--- src/rtl/rdout_pkg.sv ---
package rdout_pkg;

    typedef enum logic [2:0] {
        ST_IDLE,
        ST_ACTIVE,
        ST_DSEL,
        ST_ZZ_ENTER,
        ST_SLEEP,
        ST_ZZ_EXIT
    } rdout_state_e;

endpackage

--- src/rtl/rdout_sync.sv ---
module rdout_sync #(
    parameter int STAGES = 2
) (
    input  logic clk,
    input  logic rst_n,
    input  logic async_i,
    output logic sync_o
);
    logic [STAGES-1:0] chain_q;

    generate
        if (STAGES == 1) begin : g_one
            always_ff @(posedge clk or negedge rst_n) begin
                if (!rst_n) chain_q <= '0;
                else        chain_q <= async_i;
            end
        end else begin : g_many
            always_ff @(posedge clk or negedge rst_n) begin
                if (!rst_n) chain_q <= '0;
                else        chain_q <= {chain_q[STAGES-2:0], async_i};
            end
        end
    endgenerate

    assign sync_o = chain_q[STAGES-1];
endmodule

--- src/rtl/rdout_pipe.sv ---
module rdout_pipe #(
    parameter int DATA_W = 18
) (
    input  logic              clk,
    input  logic              rst_n,
    input  logic              en_i,
    input  logic              rd_accept_i,
    input  logic              wr_any_i,
    input  logic [DATA_W-1:0] mem_rdata_i,
    output logic [DATA_W-1:0] data_o,
    output logic              out_vld_o,
    output logic              wr_q_o
);
    logic              addr_vld_q;
    logic [DATA_W-1:0] data_q;
    logic              out_vld_q;
    logic              wr_q;

    // stage 1: address accepted
    always_ff @(posedge clk or negedge rst_n) begin
        if (!rst_n) begin
            addr_vld_q <= 1'b0;
            wr_q       <= 1'b0;
        end else begin
            addr_vld_q <= rd_accept_i & en_i;
            wr_q       <= wr_any_i & en_i;
        end
    end

    // stage 2: output data register
    always_ff @(posedge clk or negedge rst_n) begin
        if (!rst_n) begin
            data_q    <= '0;
            out_vld_q <= 1'b0;
        end else begin
            out_vld_q <= addr_vld_q & en_i;
            if (addr_vld_q && en_i) begin
                data_q <= mem_rdata_i;
            end
        end
    end

    assign data_o    = data_q;
    assign out_vld_o = out_vld_q;
    assign wr_q_o    = wr_q;
endmodule

--- src/rtl/rdout_ctrl.sv ---
module rdout_ctrl
    import rdout_pkg::*;
#(
    parameter int DSEL_CYC  = 2,
    parameter int ENTRY_CYC = 2,
    parameter int EXIT_CYC  = 2
) (
    input  logic clk,
    input  logic rst_n,
    input  logic zz_s_i,
    input  logic rd_accept_i,
    input  logic desel_i,
    input  logic wr_any_i,
    output logic sleep_o,
    output logic linger_o
);
    localparam int MAX_A  = (DSEL_CYC > ENTRY_CYC) ? DSEL_CYC : ENTRY_CYC;
    localparam int MAX_C  = (MAX_A > EXIT_CYC) ? MAX_A : EXIT_CYC;
    localparam int CNT_W  = (MAX_C < 2) ? 1 : $clog2(MAX_C);
    localparam logic [CNT_W-1:0] DSEL_LD  = CNT_W'(DSEL_CYC - 1);
    localparam logic [CNT_W-1:0] ENTRY_LD = CNT_W'(ENTRY_CYC - 1);
    localparam logic [CNT_W-1:0] EXIT_LD  = CNT_W'(EXIT_CYC - 1);

    rdout_state_e state_q, state_d;
    logic [CNT_W-1:0] cnt_q, cnt_d;
    logic cnt_done;

    assign cnt_done = (cnt_q == '0);

    always_ff @(posedge clk or negedge rst_n) begin
        if (!rst_n) begin
            state_q <= ST_IDLE;
            cnt_q   <= '0;
        end else begin
            state_q <= state_d;
            cnt_q   <= cnt_d;
        end
    end

    always_comb begin
        state_d = state_q;
        cnt_d   = cnt_q;
        unique case (state_q)
            ST_IDLE, ST_ACTIVE, ST_DSEL: begin
                if (zz_s_i) begin
                    state_d = ST_ZZ_ENTER;
                    cnt_d   = ENTRY_LD;
                end else if (wr_any_i) begin
                    state_d = ST_IDLE;
                end else if (rd_accept_i) begin
                    state_d = ST_ACTIVE;
                end else if (state_q == ST_ACTIVE) begin
                    if (desel_i) begin
                        state_d = ST_DSEL;
                        cnt_d   = DSEL_LD;
                    end else begin
                        state_d = ST_IDLE;
                    end
                end else if (state_q == ST_DSEL) begin
                    if (cnt_done) state_d = ST_IDLE;
                    else          cnt_d   = cnt_q - 1'b1;
                end
            end
            ST_ZZ_ENTER: begin
                if (cnt_done) state_d = ST_SLEEP;
                else          cnt_d   = cnt_q - 1'b1;
            end
            ST_SLEEP: begin
                if (!zz_s_i) begin
                    state_d = ST_ZZ_EXIT;
                    cnt_d   = EXIT_LD;
                end
            end
            ST_ZZ_EXIT: begin
                if (zz_s_i)        state_d = ST_SLEEP;
                else if (cnt_done) state_d = ST_IDLE;
                else               cnt_d   = cnt_q - 1'b1;
            end
            default: begin
                state_d = ST_IDLE;
                cnt_d   = '0;
            end
        endcase
    end

    always_comb begin
        sleep_o  = (state_q == ST_SLEEP) || (state_q == ST_ZZ_EXIT);
        linger_o = (state_q == ST_DSEL);
    end
endmodule

--- src/rtl/rdout_stage.sv ---
module rdout_stage #(
    parameter int DATA_W      = 18,
    parameter int SYNC_STAGES = 2,
    parameter int DSEL_CYC    = 2,
    parameter int ENTRY_CYC   = 2,
    parameter int EXIT_CYC    = 2
) (
    input  logic              clk,
    input  logic              rst_n,
    input  logic              rd_accept_i,
    input  logic [DATA_W-1:0] mem_rdata_i,
    input  logic              oe_n_i,
    input  logic              wr_any_i,
    input  logic              desel_i,
    input  logic              zz_i,
    output logic [DATA_W-1:0] dq_out_o,
    output logic              dq_oe_o,
    output logic              sleep_o
);
    logic zz_s;
    logic sleep;
    logic linger;
    logic out_vld;
    logic wr_q;

    rdout_sync #(.STAGES(SYNC_STAGES)) u_sync (
        .clk     (clk),
        .rst_n   (rst_n),
        .async_i (zz_i),
        .sync_o  (zz_s)
    );

    rdout_ctrl #(
        .DSEL_CYC  (DSEL_CYC),
        .ENTRY_CYC (ENTRY_CYC),
        .EXIT_CYC  (EXIT_CYC)
    ) u_ctrl (
        .clk         (clk),
        .rst_n       (rst_n),
        .zz_s_i      (zz_s),
        .rd_accept_i (rd_accept_i),
        .desel_i     (desel_i),
        .wr_any_i    (wr_any_i),
        .sleep_o     (sleep),
        .linger_o    (linger)
    );

    rdout_pipe #(.DATA_W(DATA_W)) u_pipe (
        .clk         (clk),
        .rst_n       (rst_n),
        .en_i        (~sleep),
        .rd_accept_i (rd_accept_i),
        .wr_any_i    (wr_any_i),
        .mem_rdata_i (mem_rdata_i),
        .data_o      (dq_out_o),
        .out_vld_o   (out_vld),
        .wr_q_o      (wr_q)
    );

    assign dq_oe_o = (out_vld | linger) & ~oe_n_i & ~sleep & ~wr_q;
    assign sleep_o = sleep;
endmodule

--- config.mk ---
export PLATFORM = sky130hd
export DESIGN_NAME = rdout_stage
export DESIGN_NICKNAME = d
export VERILOG_FILES = /design/src/rtl/rdout_pkg.sv /design/src/rtl/rdout_sync.sv /design/src/rtl/rdout_pipe.sv /design/src/rtl/rdout_ctrl.sv /design/src/rtl/rdout_stage.sv
export SDC_FILE = /design/constraint.sdc
export NUM_CORES = 1
export LEC_CHECK = 0
export ABC_AREA = 1
export BUFFER_PORTS_ARGS = -buffer_cell sky130_fd_sc_hd__buf_2
export CAP_MARGIN = 20
export CORE_MARGIN = 5
export CORE_UTILIZATION = 30
export DETAILED_ROUTE_END_ITERATION = 7
export SYNTH_ARGS = -nofsm -noshare
export SYNTH_HDL_FRONTEND = slang
export SYNTH_HIERARCHICAL = 1
export SYNTH_SLANG_ARGS = --single-unit
--- constraint.sdc ---
create_clock -name clk -period 4 [get_ports clk]
set_clock_uncertainty 0.15 [all_clocks]
set_input_delay 0.8 -clock clk [delete_from_list [all_inputs] [get_ports clk]]
set_output_delay 0.8 -clock clk [all_outputs]
set_load 0.005 [all_outputs]
# [Word-level counts from Yosys, hierarchy flattened]
# Cells that the tools add are included.
[totals] out_inout_bits=20 elab_cells=58 inputBits=25 regBits=27
[op_classes] n_addsub=1 n_eq_ne=13 bitwise_logic=10 muxes=21 n_reduce_logical=6
[op_table] cell="$mux 3" count=9
[op_table] cell="$pmux 3 s4" count=1
[op_table] cell="$mux 1" count=9
[op_table] cell="$and 1x1->1" count=6
[op_table] cell="$eq 3x2->1 const B" count=2
[op_table] cell="$eq 3x3->1 const B" count=2
[op_table] cell="$ne 2x2->1 const B" count=3
[op_table] cell="$ne 3x3->1 const B" count=2
[op_table] cell="$ne 6x5->1 const B" count=1
[op_table] cell="$reduce_and 6->1" count=1
[op_table] cell="$ne 4x3->1 const B" count=1
[op_table] cell="$ne 4x4->1 const B" count=1
[op_table] cell="$pmux 1 s4" count=1
[op_table] cell="$eq 3x1->1 const B" count=1
[op_table] cell="$logic_not 3->1" count=1
[op_table] cell="$not 1->1" count=3
[op_table] cell="$reduce_and 3->1" count=1
[op_table] cell="$reduce_or 3->1" count=1
[op_table] cell="$mux 2" count=1
[op_table] cell="$logic_and 1x1->1" count=1
[op_table] cell="$logic_or 1x1->1" count=1
[op_table] cell="$or 1x1->1" count=1
[op_table] cell="$sub 1x1->1 const B" count=1

# [Logic depth before layout (Yosys ltp)]
[logic_depth] ltp_word=8 mapped_depth=10 mapped_depth_nobuf=10

# [Hierarchy]
# Netlist, hierarchy kept.
[modules_own_cells] module="rdout_pipe" seq_area_each_um2=525.5 cells_each=86 instances=1 area_per_inst_um2=820.8
[modules_own_cells] module="rdout_ctrl" seq_area_each_um2=100.1 cells_each=58 instances=1 area_per_inst_um2=330.3
[modules_own_cells] module="rdout_sync" seq_area_each_um2=50.0 cells_each=2 instances=1 area_per_inst_um2=50.0
[modules_own_cells] module="rdout_stage" seq_area_each_um2=0.0 cells_each=6 instances=1 area_per_inst_um2=25.0

# [Worst setup path after synthesis]
# No wires, ideal clock.
[synth_timing] path_kind="in2out" startpoint="input port oe_n_i" endpoint="output port dq_oe_o" path_slack_ns=2.042 path_buffers=0 cell_stages=3 t_required_ns=3.050 arrival_ns=1.008 cell_sequence="nor2_1 > nand2_1 > nor2_2"
[synth_between] elab_chain_cells=4
[synth_lines] item="start: declaration" line_no="rdout_stage.sv:12" source="input logic oe_n_i,"
[synth_lines] item="$not 1->1" line_no="rdout_stage.sv:60" source="assign dq_oe_o = (out_vld | linger) & ~oe_n_i & ~sleep & ~wr_q;"
[synth_lines] item="$and 1x1->1 (3 in series)" line_no="rdout_stage.sv:60"
[synth_lines] item="end: declaration" line_no="rdout_stage.sv:17" source="output logic dq_oe_o,"
# No other way between the ends.

# [Worst setup path in the final report]
[layout_timing] startpoint="register u_ctrl.state_q[1]" endpoint="output port dq_oe_o"
[layout_between] elab_chain_cells=5 word_cells_on_any_way=9 classes_between="3 x eq/ne; 5 x bitwise; 1 x reduce/logical"
[layout_lines] item="start: declaration" line_no="rdout_ctrl.sv:24" source="rdout_state_e state_q, state_d;"
[layout_lines] item="start signal: assignment" line_no="rdout_ctrl.sv:35" source="state_q <= state_d;"
[layout_lines] item="$eq 3x2->1 or $eq 3x3->1 (tied branches)" line_no="rdout_ctrl.sv:88, rdout_ctrl.sv:87"
[layout_lines] item="$or 1x1->1 or $logic_or 1x1->1 (tied branches)" line_no="rdout_stage.sv:60, rdout_ctrl.sv:87"
[layout_lines] item="$and 1x1->1 or $not 1->1 (tied branches)" line_no="rdout_stage.sv:60"
[layout_lines] item="$and 1x1->1 (*) (2 in series)" line_no="rdout_stage.sv:60"
# Every way passes the cells marked *; elsewhere a longest branch is shown, timed or not.

==> results by group <==
Logic synthesis
  • Area leader, netlist: dfrtp_1
  • Most frequent cells after synthesis: 60 x nand2_1, 27 x dfrtp_1, 21 x nand3_1, 16 x inv_1, 8 x nor2_1
  • Distinct cells, synth: 17
  • Synth Instances: 152
  • Count leader, synth: nand2_1
  • Multiplexer area fraction after synthesis: 0
  • Main synth FF type: dfrtp_1
  • Synth Area in Compound Gates: 0.0449
  • Simple-gate share of the synthesized area: 0.322
  • Synthesis Warnings: 6
  • Adder-Cell Fraction of Synth Area: 0
  • Post-synth EDFFs: 0
  • XOR/XNOR share of the synthesized area: 0
  • Top post-synthesis cells by area: dfrtp_1 55%, nand2_1 18%, nand3_1 8.6%
  • Seq cells post-synth: 27
  • Largest family of logic cells by synthesized area: simple AND/OR/NAND/NOR gates
  • Cell Area, Synth: 1230 um^2
  • Synth Net Count: 177
  • Share of flip-flops with an asynchronous set or reset: 1.00
  • Top cell type's share of synthesized area: 0.551
  • Synth Area per Inst: 8.07 um^2
  • Seq/Total Area, Yosys: 0.551

Route
  • # DRC: 0
  • Initial drt markers: 47
  • DRT Pass-1 Iters: 4
  • Drt total wl: 2.65 mm
  • Drt via density: 4.31
  • Vias: 1061
  • ANT nets after route: 0
  • Wire per inst: 10.8 um

Cells and area
  • Layout cells sized above 1: 0.270
  • Number of fill cells: 427
  • Synth-to-layout area growth: 24.1%
  • # diodes: 0
  • FF+latch area: 676 um^2
  • Final nets: 222
  • Area of the multi-input gates: 450 um^2

Clock tree
  • Total CTS buffers: 3
  • CTS tree: done
  • Post-CTS setup buffer count: 0
  • Sink Count: 27
  • Root buffer cell: clkbuf_8
  • Hold-fix buffers, CTS: 0
  • Post-CTS Resized: 0
  • Clock buffer depth: 2
  • Clk Latency, worst-skew pair: 270 ps
  • H-Tree Depth: 1
  • Reg clk slew, reported paths: 90 ps

Floorplan
  • Core area: 3970 um^2
  • # rows: 23
  • Num ports: 45
  • Die W: 73.9 um
  • Starting Density: 0.309
  • Die ar.: 5470 um^2
  • Chip height: 73.9 um

Min path
  • Hold Crit Class: reg -> reg
  • Hold worst-path end: u_sync/chain_q[1]
  • Hold Path Origin: u_sync/chain_q[0]
  • Hold Path Cell Cnt: 0

Pwr
  • Clk pwr share: 0.148
  • Pwr/cell area: 676 nW/um^2
  • Sw Share: 0.387
  • Power share of the combinational group: 0.387
  • VDD IR-drop max: 0.198 mV
  • P_sw: 398 uW
  • Power Total: 1030 uW
  • Sequential fraction of design power: 0.465
  • P_leak: 0.000903 uW
  • Cell-internal power: 631 uW

STA
  • Slew @ Worst Pin: 679 ps
  • Slew HR: 0.547
  • Final setup fails: 0
  • TNS Setup: 0 ps
  • Fmax: 0.449 GHz
  • RSZ-0062 raised after global routing: no
  • Final-report max-slew violation count: 0
  • Fin crit period: 2230 ps
  • Final cycle utilization of the critical path: 0.557
  • Final Hold Fails: 0

Global route
  • Number of global-route vias before repair: 984
  • First-pass GRT wire length: 4.39 mm
  • Aggregate global routing overflow: 0
  • Initial antenna violation count: 0
  • Largest net degree at the start of global routing: 28
  • Total Routing Usage GR: 0.102

Place
  • GP Congestion: 0.831
  • Port Buffers: 44
  • Dpl hpwl: 1.98 mm

Critical path
  • FF-to-FF path depth: 8
  • Crit Path Category: reg -> out
  • Crit end category: output pin
  • Worst EP arrival: 1280 ps
  • WP data required: 3050 ps
  • Crit path from: u_ctrl/state_q[1]
  • Setup crit start kind: register
  • Crit Path Max Fanout: 5
  • Reg-to-reg slack, setup: 2380 ps
  • Worst r2r src: u_ctrl/state_q[1]
  • Reg2reg end: u_pipe/data_o[6]

Flow run
  • Max_cap viols: 0

Run status
  • Outcome: completed
power by group through the flow:
stage | registers [uW] | clock network, uW | logic (uW)
2_1_floorplan | 474 | 0 | 258
3_3_place_gp | 486 | 0 | 404
3_5_place_dp | 484 | 0 | 408
4_1_cts | 480 | 159 | 409
5_1_grt | 498 | 167 | 464
6_report | 479 | 153 | 398
per-stage QoR:
step                instance area [um^2]  std cells   util  hold slack [ps]  setup WS, ps
global route                        1520        246  0.383              227          1670
finish                              1520        246  0.383              204          1770
floorplan                           1230        152      -              181          2040
CTS                                 1520        246  0.383              207          1760
global placement                    1480        242  0.372              185          1850
detailed placement                  1480        242  0.372              186          1840
cell type report:
type	instances	share of cell area
Timing Repair Buffer	45	0.150
Inverter	16	0.0395
Multi-Input combinational cell	104	0.296
Sequential cell	27	0.444
Tap cell	50	0.0411
Clock buffer	4	0.0296
layer usage:
layer / up-vias / part of all wire / global-route usage
met2: 22 / 0.48 / 0.166
met4: 0 / 0.0053 / 0.0362
met3: 2 / 0.049 / 0.0162
met1: 477 / 0.47 / 0.137
li1: 560 / - / -
met5: - / 0 / 0
worst max-delay path by stage:
| stage | cells past startpoint | end |
|---|---|---|
| global placement | 5 | dq_oe_o |
| CTS | 7 | dq_oe_o |
| global route | 7 | dq_oe_o |
| floorplan | 3 | dq_oe_o |
| detailed placement | 5 | dq_oe_o |
| finish | 7 | dq_oe_o |
cells by family (layout without fill, tap and decap cells):
group                  after synthesis  count (layout)
flip-flops                          27              27
AND/OR/NAND/NOR                     94              94
AO/OA/AOI/OAI                       10              10
buffers and inverters               21              65
worst max-delay path: stages, from the launching register on:
cell     delay [ps]
dfrtp_1         400
inv_1            90
nand2_2         100
inv_1            90
nor2_1          110
nand2_1          60
nor2_2           60
buf_2           110
placed cells by master (no fill, tap or decap):
cell type | synthesis | layout
dfrtp_1 | 27 | 27
clkbuf_8 | 0 | 3
nand3_1 | 21 | 21
inv_1 | 16 | 16
o21ai_0 | 3 | 3
nand2_1 | 60 | 60
nand2_2 | 2 | 2
a31oi_1 | 1 | 1
nor3_1 | 1 | 1
clkbuf_1 | 0 | 1
nand2_4 | 1 | 1
buf_2 | 2 | 44
nor2_2 | 1 | 1
buf_4 | 1 | 1
nor2_1 | 8 | 8
o21ai_2 | 1 | 1
a21oi_1 | 3 | 3
o21ai_1 | 2 | 2
sequential cells by signal (all words and copies together) (netlist names):
name,count
u_pipe/addr_vld_q,1
u_pipe/wr_q_o,1
u_ctrl/state_q,3
u_sync/chain_q,2
u_pipe/out_vld_o,1
u_ctrl/cnt_q,1
u_pipe/data_o,18
No activity file was read; power rests on OpenSTA's default activity.
